`src/rtl/gdt_pkg.sv`:
```
package gdt_pkg;

    typedef enum logic [2:0] {
        SW_IDLE_OFF  = 3'd0,
        SW_DRIVE_ON  = 3'd1,
        SW_HOLD_ON   = 3'd2,
        SW_DRIVE_OFF = 3'd3,
        SW_HOLD_OFF  = 3'd4
    } sw_state_e;

    typedef struct packed {
        logic src;
        logic snk;
        logic pd;
    } sw_en_t;

    // Number of cycles a drive window lasts for a given select.
    function automatic int unsigned drive_cycles(input int unsigned base, input logic [1:0] sel);
        return base << sel;
    endfunction

    // Limit a current code to the highest valid level.
    function automatic int unsigned clamp_code(input int unsigned code, input int unsigned levels);
        return (code >= levels) ? (levels - 1) : code;
    endfunction

endpackage

```
`src/rtl/gdt_switch_fsm.sv`:
```
module gdt_switch_fsm
    import gdt_pkg::*;
#(
    parameter int unsigned WIN_BASE = 4
) (
    input  logic       clk,
    input  logic       rst,
    input  logic       cmd,
    input  logic [1:0] win_sel,
    output sw_state_e  state
);
    localparam int unsigned CNT_W = $clog2(WIN_BASE * 8);

    logic             cmd_q;
    logic [CNT_W-1:0] cnt;
    logic             edge_seen;
    logic [CNT_W-1:0] load_val;

    assign edge_seen = (cmd != cmd_q);
    assign load_val  = CNT_W'(drive_cycles(WIN_BASE, win_sel) - 1);

    always_ff @(posedge clk) begin
        if (rst) begin
            state <= SW_IDLE_OFF;
            cmd_q <= 1'b0;
            cnt   <= '0;
        end else begin
            cmd_q <= cmd;
            if (edge_seen) begin
                state <= cmd ? SW_DRIVE_ON : SW_DRIVE_OFF;
                cnt   <= load_val;
            end else begin
                unique case (state)
                    SW_DRIVE_ON: begin
                        if (cnt == '0) state <= SW_HOLD_ON;
                        else           cnt   <= cnt - 1'b1;
                    end
                    SW_DRIVE_OFF: begin
                        if (cnt == '0) state <= SW_HOLD_OFF;
                        else           cnt   <= cnt - 1'b1;
                    end
                    default: ;
                endcase
            end
        end
    end


    rise_starts_drive_chk: assert property (@(posedge clk) disable iff (rst)
        ($rose(cmd) && !$past(rst)) |=> (state == SW_DRIVE_ON));


    fall_starts_drive_chk: assert property (@(posedge clk) disable iff (rst)
        ($fell(cmd) && !$past(rst)) |=> (state == SW_DRIVE_OFF));


    hold_on_needs_cmd_chk: assert property (@(posedge clk) disable iff (rst)
        (state == SW_HOLD_ON) |-> cmd_q);

endmodule

```
`src/rtl/gdt_phase.sv`:
```
module gdt_phase
    import gdt_pkg::*;
#(
    parameter int unsigned WIN_BASE = 4,
    parameter int unsigned CW       = 4,
    parameter int unsigned LEVELS   = 12
) (
    input  logic          clk,
    input  logic          rst,
    input  logic          pwm_hi,
    input  logic          pwm_lo,
    input  logic [CW-1:0] hs_src_code,
    input  logic [CW-1:0] hs_snk_code,
    input  logic [CW-1:0] ls_src_code,
    input  logic [CW-1:0] ls_snk_code,
    input  logic [1:0]    win_sel,
    output logic          gate_hi,
    output logic          gate_lo,
    output sw_en_t        en_hi,
    output sw_en_t        en_lo,
    output logic [CW-1:0] cur_hi,
    output logic [CW-1:0] cur_lo,
    output logic          st_err
);
    logic          both_on;
    logic          eff   [2];
    sw_state_e     st    [2];
    sw_en_t        en    [2];
    logic [CW-1:0] src_c [2];
    logic [CW-1:0] snk_c [2];
    logic [CW-1:0] cur   [2];
    logic          err_q;

    assign both_on  = pwm_hi & pwm_lo;
    assign eff[0]   = pwm_hi & ~both_on;
    assign eff[1]   = pwm_lo & ~both_on;
    assign src_c[0] = hs_src_code;
    assign snk_c[0] = hs_snk_code;
    assign src_c[1] = ls_src_code;
    assign snk_c[1] = ls_snk_code;

    for (genvar s = 0; s < 2; s++) begin : g_side
        gdt_switch_fsm #(.WIN_BASE(WIN_BASE)) u_fsm (
            .clk     (clk),
            .rst     (rst),
            .cmd     (eff[s]),
            .win_sel (win_sel),
            .state   (st[s])
        );

        always_comb begin
            en[s].pd  = (st[1-s] == SW_DRIVE_ON);
            en[s].src = (st[s] == SW_DRIVE_ON);
            en[s].snk = (st[s] == SW_DRIVE_OFF) && !en[s].pd;
            if (en[s].src)      cur[s] = CW'(clamp_code(int'(src_c[s]), LEVELS));
            else if (en[s].snk) cur[s] = CW'(clamp_code(int'(snk_c[s]), LEVELS));
            else                cur[s] = '0;
        end


        one_enable_chk: assert property (@(posedge clk) disable iff (rst)
            $onehot0({en[s].src, en[s].snk, en[s].pd}));


        code_range_chk: assert property (@(posedge clk) disable iff (rst)
            cur[s] <= CW'(LEVELS - 1));
    end

    always_ff @(posedge clk) begin
        if (rst)          err_q <= 1'b0;
        else if (both_on) err_q <= 1'b1;
    end

    assign gate_hi = eff[0];
    assign gate_lo = eff[1];
    assign en_hi   = en[0];
    assign en_lo   = en[1];
    assign cur_hi  = cur[0];
    assign cur_lo  = cur[1];
    assign st_err  = err_q;


    no_dual_gate_chk: assert property (@(posedge clk) disable iff (rst)
        !(gate_hi && gate_lo));


    err_sticky_chk: assert property (@(posedge clk) disable iff (rst)
        st_err |=> st_err);

endmodule

```
`src/rtl/gdt_sequencer.sv`:
```
module gdt_sequencer
    import gdt_pkg::*;
#(
    parameter int unsigned NPH      = 3,
    parameter int unsigned CW       = 4,
    parameter int unsigned LEVELS   = 12,
    parameter int unsigned WIN_BASE = 4
) (
    input  logic              clk,
    input  logic              rst,
    input  logic [NPH-1:0]    pwm_hi,
    input  logic [NPH-1:0]    pwm_lo,
    input  logic [CW-1:0]     hs_src_code,
    input  logic [CW-1:0]     hs_snk_code,
    input  logic [CW-1:0]     ls_src_code,
    input  logic [CW-1:0]     ls_snk_code,
    input  logic [1:0]        win_sel,
    output logic [NPH-1:0]    gate_hi,
    output logic [NPH-1:0]    gate_lo,
    output logic [NPH-1:0]    hi_src_en,
    output logic [NPH-1:0]    hi_snk_en,
    output logic [NPH-1:0]    hi_pd_en,
    output logic [NPH-1:0]    lo_src_en,
    output logic [NPH-1:0]    lo_snk_en,
    output logic [NPH-1:0]    lo_pd_en,
    output logic [NPH*CW-1:0] hi_cur,
    output logic [NPH*CW-1:0] lo_cur,
    output logic [NPH-1:0]    st_err
);
    for (genvar p = 0; p < NPH; p++) begin : g_ph
        sw_en_t en_hi;
        sw_en_t en_lo;

        gdt_phase #(
            .WIN_BASE (WIN_BASE),
            .CW       (CW),
            .LEVELS   (LEVELS)
        ) u_ph (
            .clk         (clk),
            .rst         (rst),
            .pwm_hi      (pwm_hi[p]),
            .pwm_lo      (pwm_lo[p]),
            .hs_src_code (hs_src_code),
            .hs_snk_code (hs_snk_code),
            .ls_src_code (ls_src_code),
            .ls_snk_code (ls_snk_code),
            .win_sel     (win_sel),
            .gate_hi     (gate_hi[p]),
            .gate_lo     (gate_lo[p]),
            .en_hi       (en_hi),
            .en_lo       (en_lo),
            .cur_hi      (hi_cur[p*CW +: CW]),
            .cur_lo      (lo_cur[p*CW +: CW]),
            .st_err      (st_err[p])
        );

        assign hi_src_en[p] = en_hi.src;
        assign hi_snk_en[p] = en_hi.snk;
        assign hi_pd_en[p]  = en_hi.pd;
        assign lo_src_en[p] = en_lo.src;
        assign lo_snk_en[p] = en_lo.snk;
        assign lo_pd_en[p]  = en_lo.pd;
    end

endmodule

```
`config.mk`:
```
export PLATFORM = sky130hd
export DESIGN_NAME = gdt_sequencer
export DESIGN_NICKNAME = d
export VERILOG_FILES = /design/src/rtl/gdt_pkg.sv /design/src/rtl/gdt_switch_fsm.sv /design/src/rtl/gdt_phase.sv /design/src/rtl/gdt_sequencer.sv
export SDC_FILE = /design/constraint.sdc
export NUM_CORES = 1
export LEC_CHECK = 0
export BUFFER_PORTS_ARGS = -buffer_cell sky130_fd_sc_hd__buf_4
export CAP_MARGIN = 20
export CORE_MARGIN = 2
export CORE_UTILIZATION = 49
export CTS_CLUSTER_DIAMETER = 80
export DETAILED_ROUTE_END_ITERATION = 8
export GPL_ROUTABILITY_DRIVEN = 1
export PLACE_DENSITY_LB_ADDON = 0.08
export SLEW_MARGIN = 30
export SYNTH_ARGS = -nofsm -noshare
export SYNTH_HDL_FRONTEND = slang
export SYNTH_SLANG_ARGS = --single-unit
export TNS_END_PERCENT = 50
```
`constraint.sdc`:
```
create_clock -name clk -period 1.6 [get_ports clk]
set_input_delay 0.16 -clock clk [delete_from_list [all_inputs] [get_ports clk]]
set_output_delay 0.16 -clock clk [all_outputs]
set_load 0.005 [all_outputs]
```
## Word-level counts from Yosys, hierarchy flattened

Index checks and enable logic that the tools add are counted.

| storage, ports and cells | value |
|---|---|
| logic and storage cells | 193 |
| memory bits (writable) | 0 |
| output and inout port bits | 51 |
| input bits | 26 |
| bits in read-only memories | 0 |
| register bits | 57 |
| memories kept | 0 |
| latch bits | 0 |

| cells by class | value |
|---|---|
| muxes and demuxes | 64 |
| bitwise gates (word level) | 12 |
| eq/ne operators | 36 |
| $mul | 0 |
| reductions and logical operators | 48 |
| div/mod/pow operators | 0 |
| $add $sub $neg | 7 |
| shift-type cells | 1 |
| order comparisons | 4 |

Operator list:

| cell | number |
|---|---|
| $mux W5 | 18 |
| $mux W4 | 16 |
| $mux W3 | 18 |
| $pmux W3 S2 | 6 |
| $sub A5 B1 Y5 const B | 7 |
| $logic_not A5 Y1 | 6 |
| $eq A3 B1 Y1 const B | 6 |
| $eq A3 B2 Y1 const B | 6 |
| $ne A3 B1 Y1 const B | 6 |
| $ne A3 B3 Y1 const B | 6 |
| $reduce_and A3 Y1 | 6 |
| $reduce_bool A3 Y1 | 6 |
| $ge A4 B4 Y1 const B | 4 |
| $mux W2 | 6 |
| $ne A2 B2 Y1 const B | 6 |
| $reduce_and A2 Y1 | 6 |
| $reduce_bool A2 Y1 | 6 |
| $reduce_or A2 Y1 | 6 |
| $and A1 B1 Y1 | 9 |
| $logic_and A1 B1 Y1 | 6 |
| $logic_not A1 Y1 | 6 |
| $ne A1 B1 Y1 | 6 |
| $shl A3 B2 Y5 const A | 1 |
| $not A1 Y1 | 3 |

## Longest topological paths before layout

Gate-level depths: netlist of the first run.

| depth | value |
|---|---|
| word-level depth | 6 |
| depth in mapped cells | 6 |
| gate-level depth less buffers | 6 |

## By module

From an unflattened synthesis of the first run, not the netlist that was laid out.

| second synthesis, totals | value |
|---|---|
| cell total of the unflattened synthesis | 477 |
| area total of the unflattened synthesis | 3,764.9 um^2 |

Modules (own cells, without submodules):

| module | cells an instance | seq. area each (um^2) | area each (um^2) | times used |
|---|---|---|---|---|
| gdt_switch_fsm | 61 | 180.2 | 504.2 | 6 |
| gdt_phase | 37 | 20.0 | 246.5 | 3 |

## Least setup slack after synthesis of the first run

No wires, ideal clock.

| timing | value |
|---|---|
| path type | register to register |
| start point | register g_ph[1].u_ph.g_side[1].u_fsm.cnt[0] |
| end point | register g_ph[1].u_ph.g_side[1].u_fsm.cnt[3] |
| path buffers | 0 |
| period minus slack after synthesis | 1.517 ns |
| slack | 0.083 ns |
| stages on the path, launching flop included | 6 |
| required time | 1.512 ns |
| setup time | 0.088 ns |
| data arrival time | 1.429 ns |
| cell sequence | dfxtp_1 inv_1 ha_1 nor4b_4 or4_1 a311oi_2 |

| between the ends | value |
|---|---|
| cells in the longest elaborated chain, start to end | 4 |
| elaborated cells on any way between the ends | 7 |
| those cells by class | add/sub: 1; eq/ne: 1; mux: 3; reduce/logical: 2 |

RTL lines:

| element | RTL line | source |
|---|---|---|
| start, declared | gdt_switch_fsm.sv:15 | `logic [CNT_W-1:0] cnt;` |
| start signal, assigned | gdt_switch_fsm.sv:31 | `cnt <= load_val;` |
| start signal, assigned | gdt_switch_fsm.sv:36 | `else cnt <= cnt - 1'b1;` |
| start signal, assigned | gdt_switch_fsm.sv:40 | `else cnt <= cnt - 1'b1;` |
| $sub A5 B1 Y5 | gdt_switch_fsm.sv:36, gdt_switch_fsm.sv:40 |  |
| $mux W5 | gdt_switch_fsm.sv:35, gdt_switch_fsm.sv:39 |  |
| $mux W5 | -- |  |
| $mux W5 | gdt_switch_fsm.sv:29 | `if (edge_seen) begin` |

Several ways; a longest one is shown, not always the timed one. The select of a mux whose other input is x is not followed.
A chain may end at the register's enable or synchronous reset.

## Final worst setup path of the first run

| timing | value |
|---|---|
| start point | register g_ph[0].u_ph.g_side[0].u_fsm.state[2] |
| end point | output lo_cur[3] |

| between the ends | value |
|---|---|
| cells in the longest elaborated chain, start to end | 5 |

RTL lines:

| element | RTL line | source |
|---|---|---|
| start, declared | gdt_switch_fsm.sv:10 | `output sw_state_e state` |
| start signal, assigned | gdt_switch_fsm.sv:30 | `state <= cmd ? SW_DRIVE_ON : SW_DRIVE_OFF;` |
| $eq A3 B1 Y1 | gdt_phase.sv:52 | `en[s].pd = (st[1-s] == SW_DRIVE_ON);` |
| $logic_not A1 Y1 | gdt_phase.sv:54 | `en[s].snk = (st[s] == SW_DRIVE_OFF) && !en[s].pd;` |
| $logic_and A1 B1 Y1 | gdt_phase.sv:54 |  |
| $mux W4 | gdt_phase.sv:56 | `else if (en[s].snk) cur[s] = CW'(clamp_code(int'(snk_c[s]), LEVELS));` |
| $mux W4 | gdt_phase.sv:55 | `if (en[s].src) cur[s] = CW'(clamp_code(int'(src_c[s]), LEVELS));` |
| end, declared | gdt_sequencer.sv:27 | `output logic [NPH*CW-1:0] lo_cur,` |

Every way passes these cells.

==> implementation parameters, run 1 <==
Parameter                              Value

Pwr
  Maximum VDD drop ... 0.8279 mV
  Comb power frac ... 28.0%
  Leakage power ... 1.899 nW
  Internal power summed over all cells ... 0.003270 W
  Fraction of power spent switching nets ... 30.33%
  Portion of total power attributed to the clock network ... 35.7%
  Power density over the cells ... 1029 mW/mm2
  Power share of the sequential group ... 36.2%
  Net switching power of the design ... 0.001424 W

GRT
  Antenna violations before repair ... 0
  Number of global-route vias before repair ... 2,956
  Wire length of the first global-routing pass ... 13,880 um
  Overflow after GRT ... 0
  Largest net degree at the start of global routing ... 41
  Total global-route track usage ... 24.07%

STA
  Unrepaired setup endpoints after global routing ... true
  Post-layout min period ... 1704 ps
  Clock Skews ... 13.48 ps
  Achievable frequency ... 586.9 MHz
  Period utilisation layout ... 106.5%
  Hold Violations, Final ... 0
  Max-slew headroom at the worst pin ... 65.11%
  Worst slew pin tran ... 520.8 ps
  Total negative setup slack ... -893.9 ps
  Final setup fails ... 18
  Final-report max-slew violation count ... 0
  Worst hold-check slack ... 55.42 ps
  Fin worst setup slack ... -103.8 ps

Critical path
  Class of the most critical setup path ... reg -> out
  Launching element of the worst setup path ... g_ph[0].u_ph.g_side[0].u_fsm.state[2]
  Critical path endpoint category ... output port
  Maximum fanout along the worst path ... 4
  Arrival time of data at the critical path endpoint ... 1540 ps
  Required time of the critical path ... 1440 ps
  Type of element launching the critical path ... register
  Worst reg2reg path startpoint ... g_ph[0].u_ph.g_side[0].u_fsm.cnt[0]

Synth
  Number of flip-flops and latches in the synthesized netlist ... 57
  Number of nets produced by synthesis ... 432
  Sequential share of the synthesized area ... 34.86%
  Largest area contributor in the synthesized netlist ... sky130_fd_sc_hd__dfxtp_1
  Average cell area after synthesis ... 8.245 um2
  Synth cell types ... 51
  Yosys warnings ... 0
  Portion of synthesized cell area occupied by the leading cell type ... 34.86%
  Netlist area before placement ... 0.003273 mm2
  Biggest area contributors in the synthesized netlist ... sky130_fd_sc_hd__dfxtp_1, sky130_fd_sc_hd__a21oi_1, sky130_fd_sc_hd__nand2b_1
  Gate Count Post-Synth ... 397

Route
  DRT iter0 DRCs ... 147
  Total via count in the routed design ... 3,118
  Remaining antenna violation count ... 0
  Routed wire length ... 8594 um
  Drt wl/cell ... 15.21 um
  Average vias per placed instance ... 5.519
  Number of iterations in the first detailed-routing pass ... 8
  DRC violations left ... 9

Die
  Die outline height ... 85.73 um
  Die area ... 0.007350 mm2
  Core outline area ... 0.006422 mm2
  Number of standard-cell rows in the floorplan ... 29
  I/O pin count ... 77
  Die X ... 85.73 um
  Initial Utilization ... 50.96%

Cells and area
  Area grow syn2layout ... 39.33%
  Fill cell instance count of the final layout ... 523
  Final core occ ... 71.01%
  Final-stage net count ... 518
  ANT cells ... 0
  Share of final-layout standard cells stronger than drive strength 1 ... 41.39%

Placement
  Detailed-placement wirelength estimate ... 5886 um
  Weighted congestion at the end of routability-driven global placement ... 0.8970
  Minimum setup slack after placement ... 2.564 ps
  Port bufs ... 76

CTS
  Maximum root-to-sink buffer count ... 2
  Inserted Clock Buffers ... 9
  CTS Root Buffer Type ... sky130_fd_sc_hd__clkbuf_8
  Worst-path clk slew ... 70 ps
  Number of sinks driven by the clock tree ... 57
  Clock tree from TritonCTS ... yes
  Clk_lat worst skew ... 350 ps
  H-tree Lvls ... 3

Run status
  Status ... finished with violations
  Violated checks ... design-rule violations, negative setup slack

Min path
  Worst min-delay path category ... in -> reg
  Critical hold path startpoint ... pwm_hi[1]

Flow run
  Number of max-cap violations ... 0
## area by class of cell
cell class	instances	area, um2	area share (%)
multi-input cells	279	2110	46.26
flip-flops and latches	57	1161	25.46
repair buffers	103	822.0	18.02
inverters	33	128.9	2.826
clock buffers	9	123.9	2.716
clock inverters	7	118.9	2.606
well taps	77	96.34	2.112
## critical path: stages, from the launching register on
cell,delay (ps)
sky130_fd_sc_hd__dfxtp_2,320
sky130_fd_sc_hd__and2b_2,270
sky130_fd_sc_hd__nand2b_4,90
sky130_fd_sc_hd__nand3_4,120
sky130_fd_sc_hd__inv_2,60
sky130_fd_sc_hd__a22o_1,210
sky130_fd_sc_hd__buf_4,130
## sequential cells by signal (all words and copies together) (netlist names)
| register | count |
|---|---|
| g_ph.u_ph.g_side.u_fsm.state | 18 |
| g_ph.u_ph.g_side.u_fsm.cmd_q | 6 |
| g_ph.u_ph.g_side.u_fsm.cnt | 30 |
| g_ph.u_ph.st_err | 3 |
## routing by layer
metal  part of all wire [%]  wire (um)  global-route usage (%)
met1                     44       3824                   29.64
met3                    4.6        395                   4.139
met4                    2.3        197                   12.41
met2                     49       4176                   40.34
met5                      0          0                       0
## through the flow
stage	cells	area, um2	power [W]
3_3_place_gp	533	3837	0.002772
4_1_cts	561	4372	0.004581
6_report	565	4561	0.004694
3_5_place_dp	533	3837	0.002795
5_1_grt	565	4561	0.004921
2_1_floorplan	397	3273	0.002439
## what timing repair did
action / in CTS / in global routing
gates resized for setup: 52 / 39
hold buffers: 0 / 0
pin swaps: 10 / 9
cloned: 0 / 0
buffers inserted: 12 / 4
hold endpoints to repair: 0 / 0
setup endpoints to repair: 35 / 44
## cell usage after synthesis (all sizes together)
library cell	count
dfxtp	57
nor2	43
a21oi	40
inv	33
nand2b	27
o22ai	21
nand3	19
buf	17
xnor2	13
nand2	12
clkbuf	11
nor3	10
a31oi	9
ha	9
o21ai	9
a211oi	8
a22o	6
nor3b	6
nor4b	5
or2	5
or3	4
or4b	4
xor2	4
a311oi	3
and2b	3
mux2	3
nor2b	3
o21bai	3
a2111oi	1
mux2i	1
nand3b	1
nand4bb	1
o211ai	1
o21a	1
o311a	1
o311ai	1
o41ai	1
or4	1
## cell usage in the layout, fill, tap and decap left out, drive strengths merged, types with 2 or more instances in the layout
cell type / Yosys / final
mux2: 3 / 3
clkbuf: 11 / 9
and2b: 3 / 3
o21ai: 9 / 9
inv: 33 / 33
a21oi: 40 / 40
xor2: 4 / 4
ha: 9 / 9
o21bai: 3 / 3
a211oi: 8 / 8
or3: 4 / 4
xnor2: 13 / 13
nor2: 43 / 43
clkinvlp: 0 / 2
bufinv: 0 / 3
dfxtp: 57 / 57
nor4b: 5 / 5
or2: 5 / 5
nand2b: 27 / 27
nand2: 12 / 12
a31oi: 9 / 9
nor3: 10 / 10
o22ai: 21 / 21
nor3b: 6 / 6
a311oi: 3 / 3
buf: 17 / 103
nand3: 19 / 19
or4b: 4 / 4
clkinv: 0 / 2
nor2b: 3 / 3
a22o: 6 / 6
## power groups by stage
stage / registers (W) / clock network [W] / logic (W)
2_1_floorplan: 0.00169 / 0 / 0.000753
3_3_place_gp: 0.00171 / 0 / 0.00106
3_5_place_dp: 0.00171 / 0 / 0.00108
4_1_cts: 0.00169 / 0.00169 / 0.00120
5_1_grt: 0.00172 / 0.00175 / 0.00145
6_report: 0.00170 / 0.00168 / 0.00132
## logic make-up after synthesis
kind of cell | count (synthesis) | synth area share (%)
simple gates | 144 | 25.04
compound gates | 105 | 20.64
buf+inv | 61 | 9.442
flops | 57 | 34.86
xor+xnor | 17 | 5.237
fa+ha+maj | 9 | 3.440
mux | 4 | 1.338
## final timing paths
path | to | slack [ps] | cells past startpoint
min reg2reg | g_ph[2].u_ph.st_err | 480 | 2
min | g_ph[1].u_ph.st_err | 60 | 3
max reg2reg | g_ph[0].u_ph.g_side[0].u_fsm.state[1] | 50 | 6
max | lo_cur[3] | -100 | 6
(Power assumes the default switching activity.)
==> inputs of run 2 (changes only) <==
- CAP_MARGIN: 20 -> unset
- REMOVE_ABC_BUFFERS: unset -> 1
==> implementation parameters, run 2 (same netlist as run 1, synthesis figures left out) <==
Parameter                              Value

Die
  Die outline height ... 85.73 um (unchanged)
  I/O pin count ... 77 (unchanged)
  Initial Utilization ... 50.96% (unchanged)
  Core outline area ... 0.006422 mm2 (unchanged)
  Die area ... 0.007350 mm2 (unchanged)
  Number of standard-cell rows in the floorplan ... 29 (unchanged)
  Die X ... 85.73 um (unchanged)

CTS
  Clock tree from TritonCTS ... yes
  Number of sinks driven by the clock tree ... 57 (unchanged)
  Clk_lat worst skew ... 340 ps (about the same)
  Worst-path clk slew ... 70 ps (about the same)
  Maximum root-to-sink buffer count ... 2 (unchanged)
  Inserted Clock Buffers ... 9 (unchanged)
  Cts hold-fix bufs ... 0 (unchanged)
  CTS Root Buffer Type ... sky130_fd_sc_hd__clkbuf_8
  H-tree Lvls ... 3 (unchanged)

Route
  Drt wl/cell ... 15.49 um (+1.8%)
  Routed wire length ... 8812 um (+2.5%)
  Total via count in the routed design ... 3,137 (+0.61%)
  DRC violations left ... 4 (-5)
  Remaining antenna violation count ... 0 (unchanged)
  Number of iterations in the first detailed-routing pass ... 8 (unchanged)
  Average vias per placed instance ... 5.513 (about the same)
  DRT iter0 DRCs ... 126 (-14%)

GRT
  Largest net degree at the start of global routing ... 38 (-7.3%)
  Total global-route track usage ... 23.55% (-0.51 points)
  Wire length of the first global-routing pass ... 13,700 um (-1.3%)
  Overflow after GRT ... 0 (unchanged)
  Antenna violations before repair ... 0 (unchanged)
  Number of global-route vias before repair ... 2,893 (-2.1%)

STA
  Worst hold-check slack ... 68.72 ps (+13.30 ps)
  Final setup fails ... 10 (-8)
  Post-layout min period ... 1692 ps (-12.15 ps)
  Max-slew headroom at the worst pin ... 62.83% (-2.3 points)
  Fin worst setup slack ... -91.62 ps (+12.15 ps)
  Achievable frequency ... 591.2 MHz (+0.72%)
  Worst slew pin tran ... 557.6 ps (+36.75 ps)
  Clock Skews ... 9.880 ps (-3.595 ps)
  Final-report max-slew violation count ... 0 (unchanged)
  Unrepaired setup endpoints after global routing ... true
  Hold Violations, Final ... 0 (unchanged)
  Period utilisation layout ... 105.7% (-0.76 points)
  Total negative setup slack ... -336.3 ps (+557.6 ps)

Placement
  Detailed-placement wirelength estimate ... 5996 um (+1.9%)
  Port bufs ... 76 (unchanged)
  Weighted congestion at the end of routability-driven global placement ... 0.8977 (about the same)
  Minimum setup slack after placement ... 10.80 ps (+8.238 ps)

Pwr
  Final Total Pwr ... 0.004414 W (-6.0%)
  Power density over the cells ... 969.5 mW/mm2 (-5.8%)
  Leakage power ... 1.928 nW (+1.5%)
  Maximum VDD drop ... 0.7142 mV (-14%)

Cells and area
  Area grow syn2layout ... 39.11%
  Flip-flop count of the largest register, all copies and words added ... 30 (unchanged)
  Final-stage net count ... 523 (+0.97%)
  Top library cells by usage in the layout, fill and taps aside ... sky130_fd_sc_hd__buf_4, sky130_fd_sc_hd__dfxtp_1, sky130_fd_sc_hd__nor2_1
  Final core occ ... 70.89% (-0.12 points)
  Register with the most flip-flops ... g_ph.u_ph.g_side.u_fsm.cnt
  ANT cells ... 0 (unchanged)
  Most frequent standard cell in the layout excluding fill and tap cells ... sky130_fd_sc_hd__buf_4
  Top Registers ... g_ph.u_ph.g_side.u_fsm.cnt (30), g_ph.u_ph.g_side.u_fsm.state (18), g_ph.u_ph.g_side.u_fsm.cmd_q (6)
  Fill cell instance count of the final layout ... 548 (+4.8%)
  Share of final-layout standard cells stronger than drive strength 1 ... 41.06% (-0.34 points)
  Combined area of the multi-input logic cells ... 0.002133 mm2 (+1.1%)
  Storage cell area ... 0.001161 mm2 (unchanged)

Critical path
  Count of cell instances traversed by the critical path ... 5 (-1)
  Critical path endpoint category ... output port
  Peak per-stage delay on the critical path ... 330 ps (about the same)
  Cell-by-cell trace of the critical path ... and2b_2, nand2b_4, nand3_4, o22ai_1, buf_4
  Slowest library cell on the worst path ... sky130_fd_sc_hd__dfxtp_2
  Required time of the critical path ... 1440 ps (about the same)
  Maximum fanout along the worst path ... 4 (unchanged)
  Number of buffers and inverters on the critical path ... 1 (-1)
  Arrival time of data at the critical path endpoint ... 1530 ps (about the same)
  Cell type group with the largest total delay on the critical path ... simple AND/OR/NAND/NOR gates
  Length in cells of the worst reg-to-reg path ... 6 (unchanged)
  Type of element launching the critical path ... register
  Class of the most critical setup path ... reg -> out

Min path
  Worst min-delay path category ... in -> reg
  Number of cells on the worst hold path ... 3 (unchanged)

Run status
  Status ... finished with violations
  Violated checks ... design-rule violations, negative setup slack

Flow run
  Number of max-cap violations ... 0 (unchanged)
run 2: changes by cell type in the layout (fill, tap and decap cells not counted), sizes merged:
cell	delta
clkinvlp	-2
bufinv	-2
buf	+5
clkbuf	+3
run 2: final cells by class:
| type | count | share of cell area, % |
|---|---|---|
| clock inverter | 3 | 0.8794 |
| clock buffer | 12 | 3.408 |
| sequential | 57 | 25.50 |
| tap | 77 | 2.116 |
| inverter | 33 | 2.775 |
| multi-input combinational | 279 | 46.85 |
| timing repair buffer | 108 | 18.47 |
run 2: repair_timing:
item | 4_1_cts | 5_1_grt
hold endpoints to repair | 0 | 0
pin swaps | 6 | 8
endpoints found under the setup margin | 35 | 40
resized for setup | 46 | 37
buffers inserted | 10 | 7
run 2: tightest hold or removal path, delay by kind of cell:
kind | cells | cell delay, ps
simple gates | 1 | 70
buf+inv | 1 | 90
compound gates | 1 | 50
run 2: metal layers:
layer  global-route usage, %  vias up  part of all wire, %
met4                   9.380        0                 0.91
met5                       0        -                    0
met1                   29.12     1486                   42
met3                   4.909        5                  5.5
met2                   40.06       71                   51
li1                        -     1575                    -
run 2: final timing paths:
kind	start	endpoint	slack, ps
max	g_ph[1].u_ph.g_side[0].u_fsm.state[2]	lo_cur[5]	-90
min reg2reg	g_ph[2].u_ph.st_err	g_ph[2].u_ph.st_err	470
min	pwm_hi[1]	g_ph[1].u_ph.st_err	70
max reg2reg	g_ph[1].u_ph.g_side[0].u_fsm.cnt[1]	g_ph[1].u_ph.g_side[0].u_fsm.cnt[3]	10
run 2: power by group:
group | internal [W] | switching, W
combinational | 0.000706 | 0.000644
clock | 0.000791 | 0.000569
sequential | 0.00156 | 0.000148
run 2: per-stage QoR:
stage / cells / area [um2]
after global placement: 537 / 3867
after detailed placement: 537 / 3867
final: 569 / 4553
after CTS: 562 / 4319
after global routing: 569 / 4553
after floorplan: 369 / 3088
